[config.mk]
export PLATFORM = sky130hd
export DESIGN_NAME = sem_cell
export DESIGN_NICKNAME = d
export VERILOG_FILES = /design/src/rtl/sem_cell_pkg.sv /design/src/rtl/sem_view_decode.sv /design/src/rtl/sem_count_core.sv /design/src/rtl/sem_wait_tracker.sv /design/src/rtl/sem_cell.sv
export SDC_FILE = /design/constraint.sdc
export NUM_CORES = 1
export LEC_CHECK = 0
export BUFFER_PORTS_ARGS = -buffer_cell sky130_fd_sc_hd__buf_2
export CAP_MARGIN = 20
export CORE_MARGIN = 2
export CORE_UTILIZATION = 52
export CTS_CLUSTER_SIZE = 30
export DETAILED_ROUTE_END_ITERATION = 7
export PLACE_DENSITY = 0.82
export SLEW_MARGIN = 30
export SYNTH_ARGS = -nofsm -noshare
export SYNTH_HDL_FRONTEND = slang
export SYNTH_SLANG_ARGS = --single-unit
[constraint.sdc]
create_clock -name clk -period 3.5 [get_ports clk]
set_input_delay 0.875 -clock clk [delete_from_list [all_inputs] [get_ports clk]]
set_output_delay 0.875 -clock clk [all_outputs]
set_load 0.03 [all_outputs]
[src/rtl/sem_cell_pkg.sv]
package sem_cell_pkg;

  typedef enum logic [2:0] {
    VW_RAW   = 3'd0,
    VW_TAG   = 3'd1,
    VW_QSYNC = 3'd2,
    VW_QTRY  = 3'd3,
    VW_WAIT  = 3'd4,
    VW_POLL  = 3'd5
  } sem_view_e;

  localparam int TAG_E_BIT = 0;
  localparam int TAG_F_BIT = 1;
  localparam int TAG_T_BIT = 16;
  localparam int TAG_Q_BIT = 17;

  typedef struct packed {
    logic sem_rd_wait;
    logic sem_rd_poll;
    logic sem_wr;
    logic raw_rd;
    logic tag_rd;
    logic tag_wr;
    logic null_rd;
  } sem_op_t;

endpackage

[src/rtl/sem_view_decode.sv]
module sem_view_decode
  import sem_cell_pkg::*;
(
  input  logic       rd,
  input  logic       wr,
  input  logic [2:0] view,
  output sem_op_t    op
);

  logic rd_eff;

  // write wins when both strobes are present
  assign rd_eff = rd & ~wr;

  always_comb begin
    op = '0;
    case (view)
      VW_RAW: begin
        op.raw_rd = rd_eff;
      end
      VW_TAG: begin
        op.tag_rd = rd_eff;
        op.tag_wr = wr;
      end
      VW_WAIT: begin
        op.sem_rd_wait = rd_eff;
        op.sem_wr      = wr;
      end
      VW_POLL: begin
        op.sem_rd_poll = rd_eff;
        op.sem_wr      = wr;
      end
      default: begin
        op.null_rd = rd_eff;
      end
    endcase
  end

endmodule

[src/rtl/sem_count_core.sv]
module sem_count_core #(
  parameter int CNT_W = 16
) (
  input  logic             clk,
  input  logic             rst_n,
  input  logic             inc_req,
  input  logic             dec_req,
  output logic [CNT_W-1:0] cnt,
  output logic             cnt_zero
);

  localparam logic [CNT_W-1:0] CNT_MAX = '1;

  logic [CNT_W-1:0] cnt_q, cnt_d;
  logic             cnt_en;
  logic             inc_ok, dec_ok;

  always_comb begin
    inc_ok = inc_req && (cnt_q != CNT_MAX);
    dec_ok = dec_req && (cnt_q != '0);
    cnt_en = inc_ok || dec_ok;
    cnt_d  = inc_ok ? cnt_q + 1'b1 : cnt_q - 1'b1;
  end

  always_ff @(posedge clk or negedge rst_n) begin
    if (!rst_n)      cnt_q <= '0;
    else if (cnt_en) cnt_q <= cnt_d;
  end

  assign cnt      = cnt_q;
  assign cnt_zero = (cnt_q == '0);

  AST_NO_WRAP: assert property (@(posedge clk) disable iff (!rst_n)
    (inc_req && !dec_req && cnt_q == CNT_MAX) |=> (cnt_q == CNT_MAX));
  AST_NO_UNDERFLOW: assert property (@(posedge clk) disable iff (!rst_n)
    (dec_req && !inc_req && cnt_q == '0) |=> (cnt_q == '0));
  AST_STEP_ONE: assert property (@(posedge clk) disable iff (!rst_n)
    (dec_req && !inc_req && cnt_q != '0) |=> (cnt_q == $past(cnt_q) - 1'b1));

endmodule

[src/rtl/sem_wait_tracker.sv]
module sem_wait_tracker #(
  parameter int N_REQ = 8,
  parameter int ID_W  = 3
) (
  input  logic             clk,
  input  logic             rst_n,
  input  logic             block_req,
  input  logic [ID_W-1:0]  block_id,
  input  logic             wake_req,
  output logic [N_REQ-1:0] wake_vec
);

  logic [N_REQ-1:0] mask_q, mask_d;
  logic             mask_en;
  logic [N_REQ-1:0] wake_q, wake_d;

  always_comb begin
    mask_en = wake_req || block_req;
    if (wake_req) mask_d = '0;
    else          mask_d = mask_q | (N_REQ'(1) << block_id);
    wake_d = wake_req ? mask_q : '0;
  end

  always_ff @(posedge clk or negedge rst_n) begin
    if (!rst_n)       mask_q <= '0;
    else if (mask_en) mask_q <= mask_d;
  end

  always_ff @(posedge clk or negedge rst_n) begin
    if (!rst_n) wake_q <= '0;
    else        wake_q <= wake_d;
  end

  assign wake_vec = wake_q;

  AST_WAKE_EMPTIES: assert property (@(posedge clk) disable iff (!rst_n)
    (wake_q != '0) |-> (mask_q == '0));
  AST_WAKE_PULSE: assert property (@(posedge clk) disable iff (!rst_n)
    (wake_q != '0) |=> (wake_q == '0));
  AST_BLOCK_RECORDED: assert property (@(posedge clk) disable iff (!rst_n)
    (block_req && !wake_req) |=> mask_q[$past(block_id)]);

endmodule

[src/rtl/sem_cell.sv]
module sem_cell
  import sem_cell_pkg::*;
#(
  parameter int   CNT_W  = 16,
  parameter int   DATA_W = 32,
  parameter int   N_REQ  = 8,
  localparam int  ID_W   = (N_REQ > 1) ? $clog2(N_REQ) : 1
) (
  input  logic              clk,
  input  logic              rst_n,
  input  logic              acc_rd,
  input  logic              acc_wr,
  input  logic [2:0]        acc_view,
  input  logic [ID_W-1:0]   acc_id,
  input  logic [DATA_W-1:0] acc_wdata,
  output logic [DATA_W-1:0] rd_data,
  output logic              stall,
  output logic [N_REQ-1:0]  wake_vec
);

  localparam logic [DATA_W-1:0] TAG_MASK =
    (DATA_W'(1) << TAG_E_BIT) | (DATA_W'(1) << TAG_F_BIT) | (DATA_W'(1) << TAG_T_BIT);

  sem_op_t           op;
  logic [CNT_W-1:0]  cnt;
  logic              cnt_zero;
  logic              stall_c;
  logic [DATA_W-1:0] tag_q, tag_d;
  logic              tag_en;
  logic [DATA_W-1:0] rdat_q, rdat_d;
  logic              rdat_en;

  sem_view_decode u_dec (
    .rd   (acc_rd),
    .wr   (acc_wr),
    .view (acc_view),
    .op   (op)
  );

  sem_count_core #(.CNT_W(CNT_W)) u_cnt (
    .clk      (clk),
    .rst_n    (rst_n),
    .inc_req  (op.sem_wr),
    .dec_req  (op.sem_rd_wait | op.sem_rd_poll),
    .cnt      (cnt),
    .cnt_zero (cnt_zero)
  );

  assign stall_c = op.sem_rd_wait & cnt_zero;

  sem_wait_tracker #(.N_REQ(N_REQ), .ID_W(ID_W)) u_wait (
    .clk       (clk),
    .rst_n     (rst_n),
    .block_req (stall_c),
    .block_id  (acc_id),
    .wake_req  (op.sem_wr),
    .wake_vec  (wake_vec)
  );

  // tag flags: only E, F and T are storable, queue-mode bit stays zero
  always_comb begin
    tag_en = op.tag_wr;
    tag_d  = acc_wdata & TAG_MASK;
  end

  always_ff @(posedge clk or negedge rst_n) begin
    if (!rst_n)      tag_q <= '0;
    else if (tag_en) tag_q <= tag_d;
  end

  // read data register
  always_comb begin
    rdat_en = (op.sem_rd_wait & ~stall_c) | op.sem_rd_poll | op.raw_rd |
              op.tag_rd | op.null_rd;
    if (op.tag_rd)       rdat_d = tag_q;
    else if (op.null_rd) rdat_d = '0;
    else                 rdat_d = DATA_W'(cnt);
  end

  always_ff @(posedge clk or negedge rst_n) begin
    if (!rst_n)       rdat_q <= '0;
    else if (rdat_en) rdat_q <= rdat_d;
  end

  assign rd_data = rdat_q;
  assign stall   = stall_c;

  AST_STALL_HOLDS: assert property (@(posedge clk) disable iff (!rst_n)
    stall |=> ($stable(cnt) && $stable(rd_data)));
  AST_RAW_WR_IGNORED: assert property (@(posedge clk) disable iff (!rst_n)
    (acc_wr && acc_view == VW_RAW) |=> $stable(cnt));
  AST_Q_BIT_ZERO: assert property (@(posedge clk) disable iff (!rst_n)
    !tag_q[TAG_Q_BIT]);
  AST_WAKE_SEES_COUNT: assert property (@(posedge clk) disable iff (!rst_n)
    (wake_vec != '0) |-> (cnt != '0));
  AST_BOTH_NO_STALL: assert property (@(posedge clk) disable iff (!rst_n)
    (acc_rd && acc_wr) |-> !stall);

endmodule

### Word level (Yosys, flattened, before mapping)

Index checks and enable logic that the tools add are counted.

| operators by class | value |
|---|---|
| multiply operators | 0 |
| div/mod/pow operators | 0 |
| $add $sub $neg | 2 |
| equal/unequal tests | 4 |
| multiplexer cells | 11 |
| reduce and logical (&&, ||, !) cells | 9 |
| bitwise gates (word level) | 11 |
| shift-type cells | 1 |
| order comparisons | 0 |

Operators with widths:

| kind | number |
|---|---|
| two-way mux 16 bit | 2 |
| two-way mux 32 bit | 1 |
| adder 16 x 1 -> 16 bit, second input constant | 1 |
| zero test 16 bit | 1 |
| two-way mux 8 bit | 2 |
| inequality test 16 bit, second input constant | 1 |
| nonzero test 16 bit | 1 |
| subtractor 16 x 1 -> 16 bit, second input constant | 1 |
| bitwise OR 8 bit | 1 |
| << shifter 1 x 3 -> 8 bit, first input constant | 1 |
| equality test 3 bit, second input constant | 2 |
| two-way mux 1 bit | 5 |
| bitwise OR 1 bit | 5 |
| OR reduction 4 bit | 1 |
| AND 1 bit | 3 |
| equality test 3 x 1 -> 1 bit, second input constant | 1 |
| zero test 3 bit | 1 |
| logical AND 1 bit | 2 |
| logical OR 1 bit | 2 |
| two-way mux 2 bit | 1 |
| NOT 1 bit | 2 |
| OR reduction 2 bit | 1 |

| storage, ports and cells | value |
|---|---|
| memories | 0 |
| RAM bits | 0 |
| bits of input ports | 42 |
| bits in latches | 0 |
| ROM bits | 0 |
| flip-flop bits (word level) | 67 |
| word-level logic and storage cells | 43 |

### Longest topological paths before layout

| depth | value |
|---|---|
| depth after elaboration | 10 |
| mapped depth | 13 |
| mapped depth without buffers | 11 |

### Cells and area by module

Synthesis repeated with hierarchy kept, for this count alone.

| second synthesis, totals | value |
|---|---|
| cells, all modules | 316 |
| area, all modules | 3,154.3 µm² |

By module, submodules not included:

| module | cells each | seq. area each (µm²) | area an instance (µm²) | times used |
|---|---|---|---|---|
| sem_count_core | 150 | 400.4 | 1,400.1 | 1 |
| sem_cell | 107 | 500.5 | 1,063.5 | 1 |
| sem_wait_tracker | 48 | 400.4 | 598.1 | 1 |
| sem_view_decode | 11 | 0.0 | 92.6 | 1 |

### Worst setup path after synthesis

Ideal clock, no wire load.

| timing path | value |
|---|---|
| kind | input-to-reg |
| from | in acc_view[2] |
| to | reg u_cnt.cnt_q[14] (netlist: u_cnt.cnt[14]) |
| buffers on the path | 1 |
| arrival time | 3,318 ps |
| stages on the path | 12 |
| setup slack | 58 ps |
| cells stage by stage | nor2b_4 and2_1 buf_6 and2b_4 inv_1 ha_1 nor2b_1 o31a_1 o41ai_2 o21ai_0 xor2_1 mux2_2 |

| between the ends | value |
|---|---|
| longest elaborated chain between the ends | 5 |
| elaborated cells on any way between the ends | 11 |
| classes of those cells | eq/ne (2); mux (4); bitwise (1); reduce/logical (4) |

RTL lines:

| what | RTL line | text |
|---|---|---|
| start, declared | sem_cell.sv:13 | `input logic [2:0] acc_view,` |
| equality test 3 bit | sem_view_decode.sv:17 | `case (view)` |
| OR reduction 2 bit (no source line) or two-way mux 1 bit (tied branches) | n/a |  |
| two-way mux 1 bit or bitwise OR 1 bit (tied branches) | sem_view_decode.sv:17, sem_cell.sv:44 |  |
| logical AND 1 bit (on tied branches) | sem_count_core.sv:19, sem_count_core.sv:20 |  |
| two-way mux 16 bit or logical OR 1 bit (tied branches) | sem_count_core.sv:22, sem_count_core.sv:21 |  |
| end signal, assigned | sem_count_core.sv:27 | `else if (cnt_en) cnt_q <= cnt_d;` |
| end, declared | sem_count_core.sv:14 | `logic [CNT_W-1:0] cnt_q, cnt_d;` |

Parallel ways exist; a longest one is shown, timed or not.
A chain may end at the register's enable or synchronous reset.

### Worst setup path after layout

Same ends and word-level chain as after synthesis.

==> qor.yml <==
run_status:
  status: "finished clean"
logic_synthesis:
  ys_ff_latch: 52
  synth_area_um2: 2880
  yosysTopAreaCell: "dfrtp_1"
  synthFlopType: "dfrtp_1"
  synthArstFlopShare: 1.00
  synth.area.top_cells: "dfrtp_1 (45%), ha_1 (6.5%), a21oi_1 (5.2%)"
  synth.top_cell.area_share: 0.452
  synth_cells: 302
  yosysSeqAreaShare: 0.452
  synth_warnings: 0
  synth_commonest_cells: "dfrtp_1 (52), nand2_1 (36), a21oi_1 (30)"
  synth-edff-count: 0
  synth_cell_types: 50
  yosysMostFrequentCell: "dfrtp_1"
  syn_area_per_cell_um2: 9.54
detailed_routing:
  wl_per_cell_um: 14.1
  postRouteAntennaNets: 0
  drtPass1Iterations: 4
  drc: 0
  wirelength_um: 5980
  routed-via-count: 2309
  post_drt_via_cell_ratio: 5.45
  drtIter0Drc: 124
timing:
  fin_crit_sh: 0.904
  setup-tns-final_ns: 0
  hold_viol_final: 0
  rsz0062_at_grt: "false"
  skew_ns: 0.00659
  drv_slew: 0
  slew-limit-headroom: 0.527
  period_needed_ns: 3.16
  max_freq_mhz: 316
  setup_violations: 0
  layout_setup_ws_ns: 0.336
  whs_ns: 0.481
  worst_pin_slew_ns: 0.709
cts:
  cts_tree: "done"
  post_cts_buffers: 0
  clk_pin_slew_ns: 0.09
  cts_buffer_depth: 2
  clock-root-buffer: "clkbuf_8"
  cts.repair.resized: 0
  hold_buffers: 0
  clock_latency_ns: 0.31
  cts_max_level: 2
  cts_made_buffers: 5
  cts.sinks: 52
finish:
  fin_cells: 424
  area_delta_synth_final_pct: 13.8
  drive_gt1_frac: 0.205
  antenna_cells: 0
  nets: 409
  fillers: 439
place:
  placed_cells_incl_taps: 416
  dp_worst_setup_slack_ns: 0.0259
  place.gp.congestion: 0.840
  place_hpwl_um: 4490
  io_buffers: 38
global_route:
  overflow: 0
  grt_max_degree: 34
  antenna_found_initial: 0
  grt_pass1_vias: 2128
  grt_usage: 0.202
  grt_pass1_wl_um: 9840
floorplanning:
  row_count: 27
  start_util: 0.530
  die_area_um2: 6150
  ioPinCount: 83
  die_x_um: 78.4
  core_area_um2: 5440
  die-height_um: 78.4
setup_path:
  cp_max_fo: 11
  critPathTopFamily: "compound AO/OA/AOI/OAI gates"
  cp.arrival_ns: 3.37
  crit_type: "input port to flop"
  max_stage_delay_ns: 0.37
  slowest_stage: "ha_1"
  worst-path-buf-inv: 3
  crit_chain: "buf_2 > nor2b_4 > and2_1 > and2b_4 > inv_1 > buf_4 > ha_1 > a21o_1 > a21oi_1 > o221a_2 > o21ai_0 > xor2_1 > mux2_2"
  end_kind: "flop"
  cp-start-kind: "input port"
  required_ns: 3.70
  r2r_slack_ns: 0.44
job:
  drv_cap: 0
power_and_ir_drop:
  powerDensity_nw_per_um2: 768
  peakVddDrop_mv: 0.309
  power.leakage_nw: 1.60
  finalPower_mw: 2.52
worst_hold_path:
  hold_path.class: "flop to flop"
path summary, 6_finish.rpt:
path / from / to / cells after the start
worst max register to register: u_cnt.cnt[13] / u_cnt.cnt[14] / 12
worst min register to register: rd_data[8] / rd_data[8] / 2
max in group asynchronous: rst_n / u_wait.wake_vec[7] / 2
worst max-delay path: acc_view[2] / u_cnt.cnt[14] / 13
worst min-delay path: rd_data[8] / rd_data[8] / 2
min in group asynchronous: rst_n / rd_data[13] / 1
logic make-up after synthesis:
family,synth area share
XOR/XNOR,0.0426
AND/OR/NAND/NOR,0.179
buffers and inverters,0.0647
AO/OA/AOI/OAI,0.158
adder cells (fa/ha/maj),0.0721
multiplexers,0.0308
other,0.00130
flip-flops,0.452
cell usage in the layout, fill, tap and decap left out, types with 4 or more instances in the layout:
master and count:
o21ai_0 22, mux2_2 4, clkbuf_8 5, nor2_1 27, xor2_1 5, nor4_1 6
buf_2 38, inv_1 5, nand2b_1 4, nor2b_1 4, a21oi_1 30, buf_4 15
xnor2_1 9, nand2_1 36, dfrtp_1 52, conb_1 15, ha_1 15, nand4_1 7
and3_1 9
tightest hold or removal path: stages, from the launching register on:
cell	delay, ns
dfrtp_1	0.35
nand2_1	0.04
o21ai_0	0.05
flip-flops by register name, summed over array words and instances (netlist names):
register and count:
u_wait.mask_q 8, u_cnt.cnt 16, tag_q 3, u_wait.wake_vec 8, rd_data 17
layer usage:
layer	up-vias	GRT usage	wire length, um
li1	1141	-	-
met3	8	0.0264	279
met5	-	0	0
met4	0	0.0754	91
met2	64	0.328	2750
met1	1096	0.277	2860
report_power, final:
group,internal (mW),switching [mW]
sequential,0.743,0.152
clock,0.211,0.195
combinational,0.517,0.700
total,1.47,1.05
cell type report:
type | count | area [um2] | area share
Clock buffer | 5 | 68.8 | 0.0210
Sequential cell | 52 | 1300 | 0.397
Inverter | 5 | 18.8 | 0.00573
Timing Repair Buffer | 53 | 303 | 0.0924
Clock inverter | 3 | 42.5 | 0.0130
Tap cell | 72 | 90.1 | 0.0275
Multi-Input combinational cell | 234 | 1450 | 0.444
per-stage QoR:
stage          cell area (um2)   util
3_5_place_dp              3170  0.582
3_3_place_gp              3170  0.582
4_1_cts                   3280  0.603
5_1_grt                   3280  0.603
6_report                  3280  0.603
2_1_floorplan             2930      -
Note: power is estimated with default switching activity, not from simulation.
